===== src/rtl/srb_pkg.sv =====
package srb_pkg;
    typedef enum logic [2:0] {
        ST_HDR,
        ST_RD_ACK,
        ST_RD_DATA,
        ST_WR_DATA,
        ST_WR_ACK
    } srb_state_e;
endpackage


===== src/rtl/srb_rd_shift.sv =====
module srb_rd_shift #(
    parameter int DATA_W = 16
) (
    input  logic              clk,
    input  logic              rst_n,
    input  logic              load,
    input  logic              shift,
    input  logic [DATA_W-1:0] din,
    output logic              msb
);
    logic [DATA_W-1:0] sh_q;

    always_ff @(posedge clk or negedge rst_n) begin
        if (!rst_n) begin
            sh_q <= '0;
        end else if (load) begin
            sh_q <= din;
        end else if (shift) begin
            sh_q <= {sh_q[DATA_W-2:0], 1'b0};
        end
    end

    assign msb = sh_q[DATA_W-1];
endmodule


===== src/rtl/srb_wr_shift.sv =====
module srb_wr_shift #(
    parameter int DATA_W = 16
) (
    input  logic              clk,
    input  logic              rst_n,
    input  logic              en,
    input  logic              din,
    output logic [DATA_W-1:0] word
);
    logic [DATA_W-1:0] sh_q;

    always_ff @(posedge clk or negedge rst_n) begin
        if (!rst_n) begin
            sh_q <= '0;
        end else if (en) begin
            sh_q <= {sh_q[DATA_W-2:0], din};
        end
    end

    // word as it stands once the bit on the wire is included
    assign word = {sh_q[DATA_W-2:0], din};
endmodule


===== src/rtl/srb_wb_master.sv =====
module srb_wb_master #(
    parameter int DATA_W = 16
) (
    input  logic              clk,
    input  logic              rst_n,
    input  logic              clr,
    input  logic              start,
    input  logic              close,
    input  logic [DATA_W-1:0] wdat,
    input  logic [DATA_W-1:0] dat_i,
    input  logic              ack_i,
    output logic              cyc,
    output logic [DATA_W-1:0] dat_o,
    output logic              ack_live,
    output logic [DATA_W-1:0] rd_word
);
    logic              seen_q;
    logic [DATA_W-1:0] rdat_q;
    logic              hit;

    assign hit = cyc && ack_i;

    always_ff @(posedge clk or negedge rst_n) begin
        if (!rst_n) begin
            cyc    <= 1'b0;
            seen_q <= 1'b0;
            rdat_q <= '0;
            dat_o  <= '0;
        end else if (clr) begin
            cyc    <= 1'b0;
            seen_q <= 1'b0;
        end else if (start) begin
            cyc    <= 1'b1;
            seen_q <= 1'b0;
            rdat_q <= '0;
            dat_o  <= wdat;
        end else begin
            if (hit) begin
                seen_q <= 1'b1;
                rdat_q <= dat_i;
                cyc    <= 1'b0;
            end
            if (close) begin
                cyc <= 1'b0;
            end
        end
    end

    assign ack_live = seen_q || hit;
    assign rd_word  = hit ? dat_i : rdat_q;
endmodule


===== src/rtl/srb_bridge.sv =====
module srb_bridge
    import srb_pkg::*;
#(
    parameter int ADDR_W = 4,
    parameter int DATA_W = 16,
    parameter int ACK_W  = 3
) (
    input  logic              rst_n,
    input  logic              sck,
    input  logic              cs_n,
    input  logic              mosi,
    output logic              miso,
    output logic              wb_cyc_o,
    output logic              wb_stb_o,
    output logic              wb_we_o,
    output logic [ADDR_W-1:0] wb_adr_o,
    output logic [DATA_W-1:0] wb_dat_o,
    input  logic [DATA_W-1:0] wb_dat_i,
    input  logic              wb_ack_i
);
    localparam int CNT_W    = $clog2(DATA_W) + 1;
    localparam int HDR_LAST = ADDR_W;
    localparam int ACK_LAST = ACK_W - 1;
    localparam int WD_LAST  = DATA_W - 1;
    localparam int WC_LAST  = DATA_W - ACK_W - 1;

    srb_state_e        state_q, nxt_state;
    logic [CNT_W-1:0]  cnt_q;
    logic [ADDR_W-1:0] hdr_q;
    logic              we_q;
    logic [ADDR_W-1:0] adr_q;
    logic              burst_q;
    logic              wcont_q;

    logic              cnt_zero, wb_start, wb_close, rd_load, rd_shift, wr_en;
    logic              hdr_done, wr_last;
    logic              rd_msb, ack_live, cyc;
    logic [DATA_W-1:0] wr_word, rd_word;

    assign hdr_done = (state_q == ST_HDR) && (cnt_q == CNT_W'(HDR_LAST));
    assign wr_last  = wcont_q ? (cnt_q == CNT_W'(WC_LAST)) : (cnt_q == CNT_W'(WD_LAST));

    // next state and per-edge controls
    always_comb begin
        nxt_state = state_q;
        cnt_zero  = 1'b0;
        wb_start  = 1'b0;
        wb_close  = 1'b0;
        rd_load   = 1'b0;
        rd_shift  = 1'b0;
        wr_en     = 1'b0;
        unique case (state_q)
            ST_HDR: begin
                if (hdr_done) begin
                    cnt_zero = 1'b1;
                    if (hdr_q[ADDR_W-1]) begin
                        nxt_state = ST_WR_DATA;            // hdr_to_wr
                    end else begin
                        nxt_state = ST_RD_ACK;             // hdr_to_rd
                        wb_start  = 1'b1;
                    end
                end
            end
            ST_RD_ACK: begin
                if (cnt_q == CNT_W'(ACK_LAST)) begin
                    nxt_state = ST_RD_DATA;                // rdack_to_data
                    cnt_zero  = 1'b1;
                    rd_load   = 1'b1;
                    wb_close  = 1'b1;
                end
            end
            ST_RD_DATA: begin
                if (cnt_q == '0) begin
                    wb_start = mosi;
                end
                if (cnt_q == CNT_W'(WD_LAST)) begin
                    cnt_zero = 1'b1;
                    if (burst_q) begin
                        rd_load  = 1'b1;                   // rddata_loop
                        wb_close = 1'b1;
                    end else begin
                        nxt_state = ST_HDR;                // rddata_to_hdr
                    end
                end else begin
                    rd_shift = 1'b1;
                end
            end
            ST_WR_DATA: begin
                wr_en = 1'b1;
                if (wr_last) begin
                    nxt_state = ST_WR_ACK;                 // wrdata_to_ack
                    cnt_zero  = 1'b1;
                    wb_start  = 1'b1;
                end
            end
            ST_WR_ACK: begin
                wr_en = 1'b1;
                if (cnt_q == CNT_W'(ACK_LAST)) begin
                    nxt_state = ST_WR_DATA;                // wrack_to_data
                    cnt_zero  = 1'b1;
                    wb_close  = 1'b1;
                end
            end
            default: nxt_state = ST_HDR;
        endcase
    end

    // state register
    always_ff @(posedge sck or negedge rst_n) begin
        if (!rst_n) begin
            state_q <= ST_HDR;
        end else if (cs_n) begin
            state_q <= ST_HDR;                             // any_to_hdr
        end else begin
            state_q <= nxt_state;
        end
    end

    // counters and decoded header
    always_ff @(posedge sck or negedge rst_n) begin
        if (!rst_n) begin
            cnt_q   <= '0;
            hdr_q   <= '0;
            we_q    <= 1'b0;
            adr_q   <= '0;
            burst_q <= 1'b0;
            wcont_q <= 1'b0;
        end else if (cs_n) begin
            cnt_q   <= '0;
            burst_q <= 1'b0;
            wcont_q <= 1'b0;
        end else begin
            cnt_q <= cnt_zero ? '0 : cnt_q + 1'b1;
            if (state_q == ST_HDR) begin
                hdr_q <= {hdr_q[ADDR_W-2:0], mosi};
            end
            if (hdr_done) begin
                we_q    <= hdr_q[ADDR_W-1];
                adr_q   <= {hdr_q[ADDR_W-2:0], mosi};
                wcont_q <= 1'b0;
            end
            if (state_q == ST_RD_DATA && cnt_q == '0) begin
                burst_q <= mosi;
            end
            if (state_q == ST_WR_ACK && cnt_q == CNT_W'(ACK_LAST)) begin
                wcont_q <= 1'b1;
            end
        end
    end

    srb_rd_shift #(.DATA_W(DATA_W)) i_rd (
        .clk   (sck),
        .rst_n (rst_n),
        .load  (rd_load),
        .shift (rd_shift),
        .din   (rd_word),
        .msb   (rd_msb)
    );

    srb_wr_shift #(.DATA_W(DATA_W)) i_wr (
        .clk   (sck),
        .rst_n (rst_n),
        .en    (wr_en && !cs_n),
        .din   (mosi),
        .word  (wr_word)
    );

    srb_wb_master #(.DATA_W(DATA_W)) i_wb (
        .clk      (sck),
        .rst_n    (rst_n),
        .clr      (cs_n),
        .start    (wb_start),
        .close    (wb_close),
        .wdat     (wr_word),
        .dat_i    (wb_dat_i),
        .ack_i    (wb_ack_i),
        .cyc      (cyc),
        .dat_o    (wb_dat_o),
        .ack_live (ack_live),
        .rd_word  (rd_word)
    );

    always_comb begin
        miso = 1'b0;
        if (!cs_n) begin
            unique case (state_q)
                ST_RD_ACK, ST_WR_ACK: miso = ack_live;
                ST_RD_DATA:           miso = rd_msb;
                default:              miso = 1'b0;
            endcase
        end
    end

    assign wb_cyc_o = cyc;
    assign wb_stb_o = cyc;
    assign wb_we_o  = we_q;
    assign wb_adr_o = adr_q;
endmodule


===== config.mk =====
export PLATFORM = sky130hd
export DESIGN_NAME = srb_bridge
export DESIGN_NICKNAME = d
export VERILOG_FILES = /design/src/rtl/srb_pkg.sv /design/src/rtl/srb_rd_shift.sv /design/src/rtl/srb_wr_shift.sv /design/src/rtl/srb_wb_master.sv /design/src/rtl/srb_bridge.sv
export SDC_FILE = /design/constraint.sdc
export NUM_CORES = 1
export LEC_CHECK = 0
export BUFFER_PORTS_ARGS = -buffer_cell sky130_fd_sc_hd__buf_2
export CORE_ASPECT_RATIO = 1.1
export CORE_MARGIN = 10
export CORE_UTILIZATION = 50
export CTS_CLUSTER_SIZE = 25
export DETAILED_ROUTE_END_ITERATION = 10
export PLACE_DENSITY_LB_ADDON = 0.25
export SETUP_SLACK_MARGIN = 0.02
export SYNTH_ARGS = -nofsm -noshare
export SYNTH_HDL_FRONTEND = slang
export SYNTH_SLANG_ARGS = --single-unit

===== constraint.sdc =====
create_clock -name sck -period 2.7 [get_ports sck]
set_input_delay 0.27 -clock sck [delete_from_list [all_inputs] [get_ports sck]]
set_output_delay 0.27 -clock sck [all_outputs]
set_load 0.05 [all_outputs]

* Word level (Yosys, flattened, before mapping)
Index checks and enable logic that the tools add are counted.
** Storage, ports and cells
- Flip-flop bits (word level) :: 84
- Bits in latches :: 0
- RAM bits :: 0
- Memory bits (read-only) :: 0
- Bits of input ports :: 21
- Word-level logic and storage cells :: 95
- Memories kept :: 0
** Operators by class
- Add/subtract/negate cells :: 1
- Multiply operators :: 0
- Div/mod/pow operators :: 0
- Order comparisons :: 0
- Equal/unequal tests :: 14
- Shift operators :: 0
- Mux-type cells :: 46
- Bitwise logic cells :: 1
- Reduce and logical (&&, ||, !) cells :: 20
** Operators by type and width (count)
- $mux 16 :: 4
- $mux 1 :: 26
- $mux 3 :: 7
- $ne 3x3->1 const B :: 6
- $pmux 3 s5 :: 1
- $eq 5x4->1 const B :: 2
- $mux 5 :: 2
- $eq 3x2->1 const B :: 2
- $pmux 1 s2 :: 3
- $reduce_and 2->1 :: 3
- $reduce_and 6->1 :: 1
- $reduce_bool 3->1 :: 2
- $add 5x1->5 const B :: 1
- $eq 5x2->1 const B :: 1
- $eq 5x3->1 const B :: 1
- $logic_and 1x1->1 :: 5
- $logic_not 5->1 :: 1
- $pmux 1 s4 :: 1
- $reduce_bool 2->1 :: 2
- $reduce_bool 4->1 :: 1
- $reduce_or 2->1 :: 2
- $eq 3x1->1 const B :: 1
- $eq 3x3->1 const B :: 1
- $logic_not 3->1 :: 1
- 5 further kinds :: 5

* Depth between registers and ports, before layout
Gate-level depths: netlist of the first run.
- Word-level depth :: 6
- Depth in mapped cells :: 10
- Gate-level depth less buffers :: 8

* Hierarchy
Synthesis of the first run repeated with hierarchy kept, for this count alone.
** Second synthesis, totals
- Cell total of the unflattened synthesis :: 347
- Area, all modules :: 4164.0 µm²
** By module, submodules not included
- srb_wb_master :: times used 1, cells each 133, area each 1644.1 µm²
- srb_bridge :: times used 1, cells each 112, area each 1157.4 µm²
- srb_rd_shift :: times used 1, cells each 69, area each 742.0 µm²
- srb_wr_shift :: times used 1, cells each 33, area each 620.6 µm²

* Least setup slack after synthesis of the first run
Ideal clock, no wire load.
- Kind :: register to output
- Start :: reg i_wb.cyc
- End :: out miso
- Arrival :: 2.125 ns
- Data required time :: 2.430 ns
- Setup slack :: 0.305 ns
- Stages on the path, launching flop included :: 6
- Buffers on the path :: 1
- Cells stage by stage :: dfrtp_1 > nand2_1 > buf_2 > nand2b_1 > a22oi_1 > nor2_1
** Between the ends
- Cells in the longest elaborated chain, start to end :: 4
** Ends and longest elaborated chain
- start: declaration :: line srb_wb_master.sv:12 : output logic cyc,
- start signal: assignment :: line srb_wb_master.sv:25 : cyc <= 1'b0;
- start signal: assignment :: line srb_wb_master.sv:30 : cyc <= 1'b0;
- start signal: assignment :: line srb_wb_master.sv:33 : cyc <= 1'b1;
- $logic_and 1x1->1 :: line srb_wb_master.sv:21 : assign hit = cyc && ack_i;
- $logic_or 1x1->1 :: line srb_wb_master.sv:49 : assign ack_live = seen_q || hit;
- $pmux 1 s2 :: line srb_bridge.sv:186 : unique case (state_q)
- $mux 1 :: line srb_bridge.sv:185 : if (!cs_n) begin
- end: declaration :: line srb_bridge.sv:12 : output logic miso,
Every way passes these cells.

* Worst setup path in the final report of the first run
- Start :: reg cnt_q[0]
- End :: reg i_wb.dat_o[15]
** Between the ends
- Cells in the longest elaborated chain, start to end :: 5
- Elaborated cells on any way between the ends :: 11
** Ends and longest elaborated chain
- start: declaration :: line srb_bridge.sv:28 : logic [CNT_W-1:0] cnt_q;
- start signal: assignment :: line srb_bridge.sv:133 : cnt_q <= cnt_zero ? '0 : cnt_q + 1'b1;
- $eq 5x4->1 / $eq 5x3->1 (equally long branches) :: line srb_bridge.sv:41, srb_bridge.sv:40
- $mux 1 / $logic_and 1x1->1 (equally long branches) :: line srb_bridge.sv:41, srb_bridge.sv:40
- $mux 1 (on tied branches) :: line srb_bridge.sv:90, srb_bridge.sv:54
- $pmux 1 s3 (*) :: line srb_bridge.sv:52 : unique case (state_q)
- $reduce_and 2->1 (no source line) (*)
- end signal: assignment :: line srb_wb_master.sv:36 : dat_o <= wdat;
- end: declaration :: line srb_wb_master.sv:13 : output logic [DATA_W-1:0] dat_o,
Every way passes the cells marked *; elsewhere a longest branch is shown, timed or not.
A chain may end at the register's enable or synchronous reset.

==> results.md, run 1 <==
* Worst hold path type: in -> reg
* Combinational fraction of design power at 0.297
* Clock Path Buffers at 2
* Post-synth EDFFs at 0
* Total track usage at 0.129
* Global-route wire length before repair at 12.5 mm
* Top Layer Used: met4
* Sw Ratio at 0.355
* Sequential area share after synthesis at 0.543
* Core Rows at 33
* Crit path buf inv count at 0
* Reg power frac at 0.463
* CORE AREA at 7510 µm²
* Io pins at 45
* Slew headroom at 0.619
* Setup violations, final at 0
* Clk sinks at 84
* Layout cells sized above 1 at 0.298
* IO Port Bufs at 44
* Worst Reg-to-Reg Cells at 8
* Crit-path max FO at 16
* RR Startpoint: cnt_q[0]
* CP Depth at 8
* Routed vias at 2579
* Fin. Hold Viols at 0
* Final Slew Violations at 0
* H-tree depth at 3
* Post-synthesis register bit count at 84
* Mapped cell area at 3870 µm²
* Top post-synthesis cells by area: dfrtp_1 (54%), mux2_2 (9.0%), mux2i_1 (3.9%), nand2_1 (3.7%), mux2_1 (2.9%)
* TNS Setup at 0 ns
* Routability cong. at 0.802
* Wl on met1 at 3.34 mm
* Tmin final at 2.42 ns
* Synth Instances at 336
* CTS tree: yes
* Clk network pwr share at 0.240
* Met3 wire len at 388 µm
* Final #Nets at 406
* Worst setup path category: reg -> reg
* Maxcap violations at 0
* Antenna Nets Post-Route at 0
* Placed wire-length estimate at 5.18 mm
* Worst path slowest cell: and2b_2
* Syn Nets at 361
* Root Buffer: clkbuf_8
* Drt first-iter violations at 147
* Vias/cell at 5.25
* Clock transition at path regs at 0.08 ns
* Status: finished, final reports clean
* Most frequent cells after synthesis: dfrtp_1 (84), nand2_1 (38), mux2_2 (31)
* Avg Cell Area, Syn at 11.5 µm²
* Worst setup SP type: register
* Arr. time, crit path at 2.66 ns
* Cell variety after synth at 49
* HP Start: mosi
* Critical path required time at 2.94 ns
* Post-CTS setup buffer count at 0
* Post-Place Cells at 474
* Leakage at 2.17 nW
* Period utilization at 0.896
* Ys flop type: dfrtp_1
* Cell taking the most area after synthesis: dfrtp_1
* Number of global-route vias before repair at 2641
* CP top delay family: simple AND/OR/NAND/NOR gates
* Power per cell area at 875 nW/µm²
* Most frequent cell after synthesis: dfrtp_1
* Maximum vdd drop at 462 µV
* Cells on Worst Hold Path at 2
* Area Overhead vs Synth at 13.6%
* Metal2 WL at 3.49 mm
* Internal at 0.00248 W
* DR WL/cell at 14.9 µm
* Unrepaired setup endpoints after global routing: false
* Wirelength, routed at 7.33 mm
* Clk_lat worst skew at 0.36 ns
* Critical Path, Cell by Cell: ha_1 > and3_1 > ha_1 > nor2b_1 > a41oi_2 > o221ai_4 > and2b_2 > mux2_2
* Async S/R FF share, synth at 1.00
* TritonCTS Buffers at 9
* Grt ovf at 0
* Die area at 11700 µm²
* Achievable frequency at 413 MHz
* Initial Util at 0.515
* Setup crit end kind: register
* Ant diodes at 0
* Largest net degree at the start of global routing at 45
* Die span in y at 112 µm
* P_sw at 0.00137 W
* Critical path's most frequent cell: ha_1
* Worst Setup SP: cnt_q[0]
* Initial antenna violation count at 0
* # DRC at 0
* Post-route insts no fill at 491
* Detailed Routing Iterations Pass 1 at 4
* Layout Skew at 0.0150 ns
* Die Wd at 104 µm
* CP max stage delay at 0.42 ns
* Post-synth top area share at 0.543
* Worst Max-Slew Pin Slew at 0.567 ns
* Warnings, synthesis at 0
-- area by class of cell --
class / count / area (µm²)
timing repair buffer: 56 / 315
inverter: 5 / 18.8
clock inverter: 6 / 72.6
tap: 105 / 131
multi-input combinational: 225 / 1620
fill: 672 / 3120
sequential: 84 / 2100
clock buffer: 10 / 138
-- worst paths after layout --
path	end	slack, ns
worst max-delay path	i_wb.dat_o[15]	0.28
worst min-delay path	i_wb.dat_o[0]	0.23
worst max register to register	i_wb.dat_o[15]	0.28
worst min register to register	i_rd.sh_q[0]	0.48
max in group asynchronous	i_wr.sh_q[0]	1.55
min in group asynchronous	state_q[2]	0.44
-- cell families (layout without fill, tap and decap cells) --
logic type      count (synthesis)  after routing  synth area share
mux                            56             56             0.158
flops                          84             84             0.543
buf+inv                        27             77            0.0385
fa+ha+maj                       4              4            0.0129
xor+xnor                        3              3           0.00679
simple gates                   93             93             0.117
compound gates                 69             69             0.124
-- per-stage QoR --
stage / utilization / cell area [µm²] / setup slack [ns] / hold WS (ns) / power, W
floorplan: - / 3870 / 0.305 / -0.0256 / 0.00267
global placement: 0.556 / 4180 / 0.123 / 0.286 / 0.00293
detailed placement: 0.556 / 4180 / 0.0446 / 0.290 / 0.00297
CTS: 0.585 / 4400 / 0.0233 / 0.215 / 0.00390
global route: 0.585 / 4400 / 0.0959 / 0.232 / 0.00411
finish: 0.585 / 4400 / 0.281 / 0.225 / 0.00385
-- layout by cell type, fill, tap and decap left out, types with 2 or more instances in the layout --
| cell type | n |
|---|---|
| nor3b_1 | 2 |
| nand2_1 | 38 |
| nand2b_1 | 3 |
| buf_4 | 12 |
| nand3_1 | 5 |
| o31ai_1 | 15 |
| dfrtp_1 | 84 |
| mux2_1 | 10 |
| ha_1 | 4 |
| buf_2 | 43 |
| xnor2_1 | 2 |
| or3b_2 | 2 |
| nor2b_1 | 4 |
| clkbuf_8 | 10 |
| a21boi_0 | 2 |
| o21ai_1 | 15 |
| a21o_1 | 2 |
| o21ai_0 | 4 |
| mux2i_1 | 15 |
| inv_1 | 5 |
| clkinvlp_4 | 3 |
| mux2_2 | 31 |
| o32a_1 | 2 |
| a21oi_1 | 19 |
| nor2_1 | 27 |
-- sequential cells by signal (all words and copies together) (netlist names), 3 cells and up --
register,flops
wb_adr_o,4
i_wb.dat_o,16
i_wb.rdat_q,16
state_q,3
i_wr.sh_q,15
hdr_q,4
cnt_q,5
i_rd.sh_q,16
-- power groups by stage --
stage | registers (W) | clock network, W | logic [W]
after global placement | 0.00179 | 0 | 0.00114
after CTS | 0.00179 | 0.000951 | 0.00117
after detailed placement | 0.00181 | 0 | 0.00116
after global routing | 0.00183 | 0.00101 | 0.00128
final | 0.00178 | 0.000924 | 0.00114
after floorplan | 0.00194 | 0 | 0.000729
-- routing by layer --
layer | vias up | track usage
met1 | 1237 | 0.151
li1 | 1285 | -
met3 | 9 | 0.0435
met2 | 48 | 0.214
met4 | 0 | 0.0501
met5 | - | 0
-- worst reg2reg max path: cells and delay by family, from the launching register on --
kind	cells	cell delay [ns]
mux	1	0.38
compound gates	2	0.32
flops	1	0.40
simple gates	3	0.80
fa+ha+maj	2	0.41
-- repair_timing --
item,4_1_cts,5_1_grt
endpoints found under the setup margin,0,16
hold buffers,1,0
gates resized for setup,0,1
hold endpoints to repair,41,0
Power figures use the tool's default switching activity.
==> run 2, diff against run 1 <==
--- a/config.mk
+++ b/config.mk
@@ -5,12 +5,13 @@
 export SDC_FILE = /design/constraint.sdc
 export NUM_CORES = 1
 export LEC_CHECK = 0
-export BUFFER_PORTS_ARGS = -buffer_cell sky130_fd_sc_hd__buf_2
 export CORE_ASPECT_RATIO = 1.1
 export CORE_MARGIN = 10
 export CORE_UTILIZATION = 50
 export CTS_CLUSTER_SIZE = 25
 export DETAILED_ROUTE_END_ITERATION = 10
+export DONT_BUFFER_PORTS = 1
+export HOLD_SLACK_MARGIN = 0.02
 export PLACE_DENSITY_LB_ADDON = 0.25
 export SETUP_SLACK_MARGIN = 0.02
 export SYNTH_ARGS = -nofsm -noshare
==> results.md, run 2 (same netlist as run 1, synthesis figures left out) <==
* Placed wire-length estimate at 4.82 mm (-7.0%)
* Vias/cell at 5.57 (+6.0%)
* Die span in y at 112 µm (unchanged)
* Root Buffer: clkbuf_8
* Commonest non-fill, non-tap cell in the layout: dfrtp_1
* Core Rows at 33 (unchanged)
* H-tree depth at 3 (unchanged)
* DR WL/cell at 17.0 µm (+14%)
* R2R setup slack at 0.26 ns (-0.02 ns)
* Cells on Worst Hold Path at 2 (unchanged)
* Critical path required time at 2.94 ns (about the same)
* Die area at 11700 µm² (unchanged)
* Placement Cell Area at 3950 µm² (-5.5%)
* Area Overhead vs Synth at 9.38%
* Clk sinks at 84 (unchanged)
* Arr. time, crit path at 2.68 ns (+0.02 ns)
* # DRC at 0 (unchanged)
* Total track usage at 0.135 (+0.00619)
* Final Slew Violations at 0 (unchanged)
* Setup crit end kind: register
* Leakage at 1.99 nW (-7.9%)
* Achievable frequency at 410 MHz (-0.84%)
* Worst hold path type: in -> reg
* Most frequent cells in the layout: dfrtp_1 (84), nand2_1 (38), mux2_2 (31), nor2_1 (27), a21oi_1 (19)
* TNS Setup at 0 ns (unchanged)
* Post-route insts no fill at 451 (-8.1%)
* TritonCTS Buffers at 9 (unchanged)
* Slew headroom at 0.388 (-0.231)
* Layout cells sized above 1 at 0.205 (-0.0927)
* Filler instances at 658 (-2.1%)
* Detailed Routing Iterations Pass 1 at 4 (unchanged)
* Drt first-iter violations at 129 (-12%)
* Post-CTS setup buffer count at 0 (unchanged)
* Crit-path max FO at 16 (unchanged)
* Initial antenna violation count at 0 (unchanged)
* Fin. Hold Viols at 0 (unchanged)
* Worst setup SP type: register
* IO Port Bufs at 0 (-100%)
* Final WS setup at 0.261 ns (-0.0204 ns)
* Unrepaired setup endpoints after global routing: false
* Clk_lat worst skew at 0.35 ns (about the same)
* Worst hold endpoint: i_wb.rdat_q[15]
* Routability cong. at 0.832 (+3.7%)
* Global-route wire length before repair at 12.9 mm (+3.1%)
* Period utilization at 0.904 (+0.00757)
* Finished Cell Area at 4230 µm² (-3.8%)
* Clock Path Buffers at 2 (unchanged)
* FF-to-FF End: i_wb.dat_o[12]
* Die Wd at 104 µm (unchanged)
* CORE AREA at 7510 µm² (unchanged)
* Clock transition at path regs at 0.08 ns (about the same)
* Worst Reg-to-Reg Cells at 8 (unchanged)
* Initial Util at 0.515 (unchanged)
* Grt ovf at 0 (unchanged)
* Maxcap violations at 0 (unchanged)
* Pre-CTS WS at 0.0204 ns (-0.0242 ns)
* Setup violations, final at 0 (unchanged)
* Largest net degree at the start of global routing at 85 (+89%)
* Maximum vdd drop at 595 µV (+29%)
* RR Startpoint: cnt_q[1]
* Top flop regs: i_rd.sh_q (16), i_wb.dat_o (16), i_wb.rdat_q (16)
* Worst Max-Slew Pin Slew at 0.915 ns (+0.348 ns)
* Final #Nets at 366 (-9.9%)
* Tmin final at 2.44 ns (+0.0204 ns)
* Status: finished, final reports clean
* CTS tree: yes
* Power per cell area at 895 nW/µm² (+2.3%)
* Routed vias at 2511 (-2.6%)
* Wirelength, routed at 7.66 mm (+4.5%)
* Post-Place Cells at 429 (-9.5%)
* Io pins at 45 (unchanged)
* Number of global-route vias before repair at 2504 (-5.2%)
* HP Start: cs_n
* Layout Skew at 0.00697 ns (-0.00804 ns)
* Antenna Nets Post-Route at 0 (unchanged)
* Worst setup path category: reg -> reg
* Ant diodes at 0 (unchanged)
* Worst hold slack at 0.0456 ns (-0.180 ns)
==> run 2: changes by cell type in the layout (fill, tap and decap cells not counted) <==
cell           previous run  this run
inv_6                     0         2
clkinv_4                  1         2
buf_2                    43         0
buf_16                    0         1
dlygate4sd3_1             1         5
clkinvlp_4                3         0
clkinv_2                  0         1
buf_4                    12        10
inv_8                     1         0
==> run 2: power breakdown <==
| part | internal, W | total (W) | switching, W | leakage [nW] |
|---|---|---|---|---|
| logic | 0.000403 | 0.000868 | 0.000466 | 0.754 |
| registers | 0.00157 | 0.00200 | 0.000423 | 1.13 |
| clock network | 0.000461 | 0.000926 | 0.000465 | 0.107 |
| total | 0.00244 | 0.00379 | 0.00135 | 1.99 |
==> run 2: final cells by class <==
class,instances,area (µm²),area share
clock buffers,10,138,0.0325
clock inverters,6,70.1,0.0166
inverters,5,18.8,0.00443
multi-input cells,225,1620,0.383
flip-flops and latches,84,2100,0.497
well taps,105,131,0.0310
repair buffers,16,153,0.0361
==> run 2: worst max-delay path: stages, from the launching register on <==
cell and delay [ns]:
dfrtp_1 0.40, ha_1 0.19, and3_1 0.16, ha_1 0.23, nor2b_1 0.24, a41oi_2 0.08, o221ai_4 0.22, and2b_2 0.44
mux2_2 0.38
==> run 2: through the flow <==
step                total power (W)  utilization
floorplan                   0.00267            -
global placement            0.00282        0.525
detailed placement          0.00286        0.525
CTS                         0.00384        0.563
global route                0.00403        0.563
finish                      0.00379        0.563
==> run 2: worst max-delay path by stage <==
stage | to | slack (ns) | startpoint | cells after the start
2_1_floorplan | miso | 0.30 | i_wb.cyc | 5
3_3_place_gp | i_wb.dat_o[10] | 0.11 | cnt_q[0] | 8
3_5_place_dp | i_wb.dat_o[8] | 0.02 | cnt_q[1] | 8
4_1_cts | i_wb.dat_o[10] | 0.03 | cnt_q[1] | 8
5_1_grt | i_wb.dat_o[0] | 0.06 | cnt_q[1] | 8
6_report | i_wb.dat_o[12] | 0.26 | cnt_q[1] | 8
==> run 2: repair_timing <==
action,in CTS,in global routing
resized for setup,0,1
hold buffers,6,0
setup endpoints to repair,0,16
hold endpoints to repair,105,0
==> run 2: routing by layer <==
| metal | track usage | routed length (µm) | vias to the layer above |
|---|---|---|---|
| li1 | - | - | 1202 |
| met1 | 0.173 | 3550 | 1251 |
| met2 | 0.210 | 3560 | 48 |
| met3 | 0.0406 | 423 | 10 |
| met4 | 0.0557 | 130 | 0 |
| met5 | 0 | 0 | - |
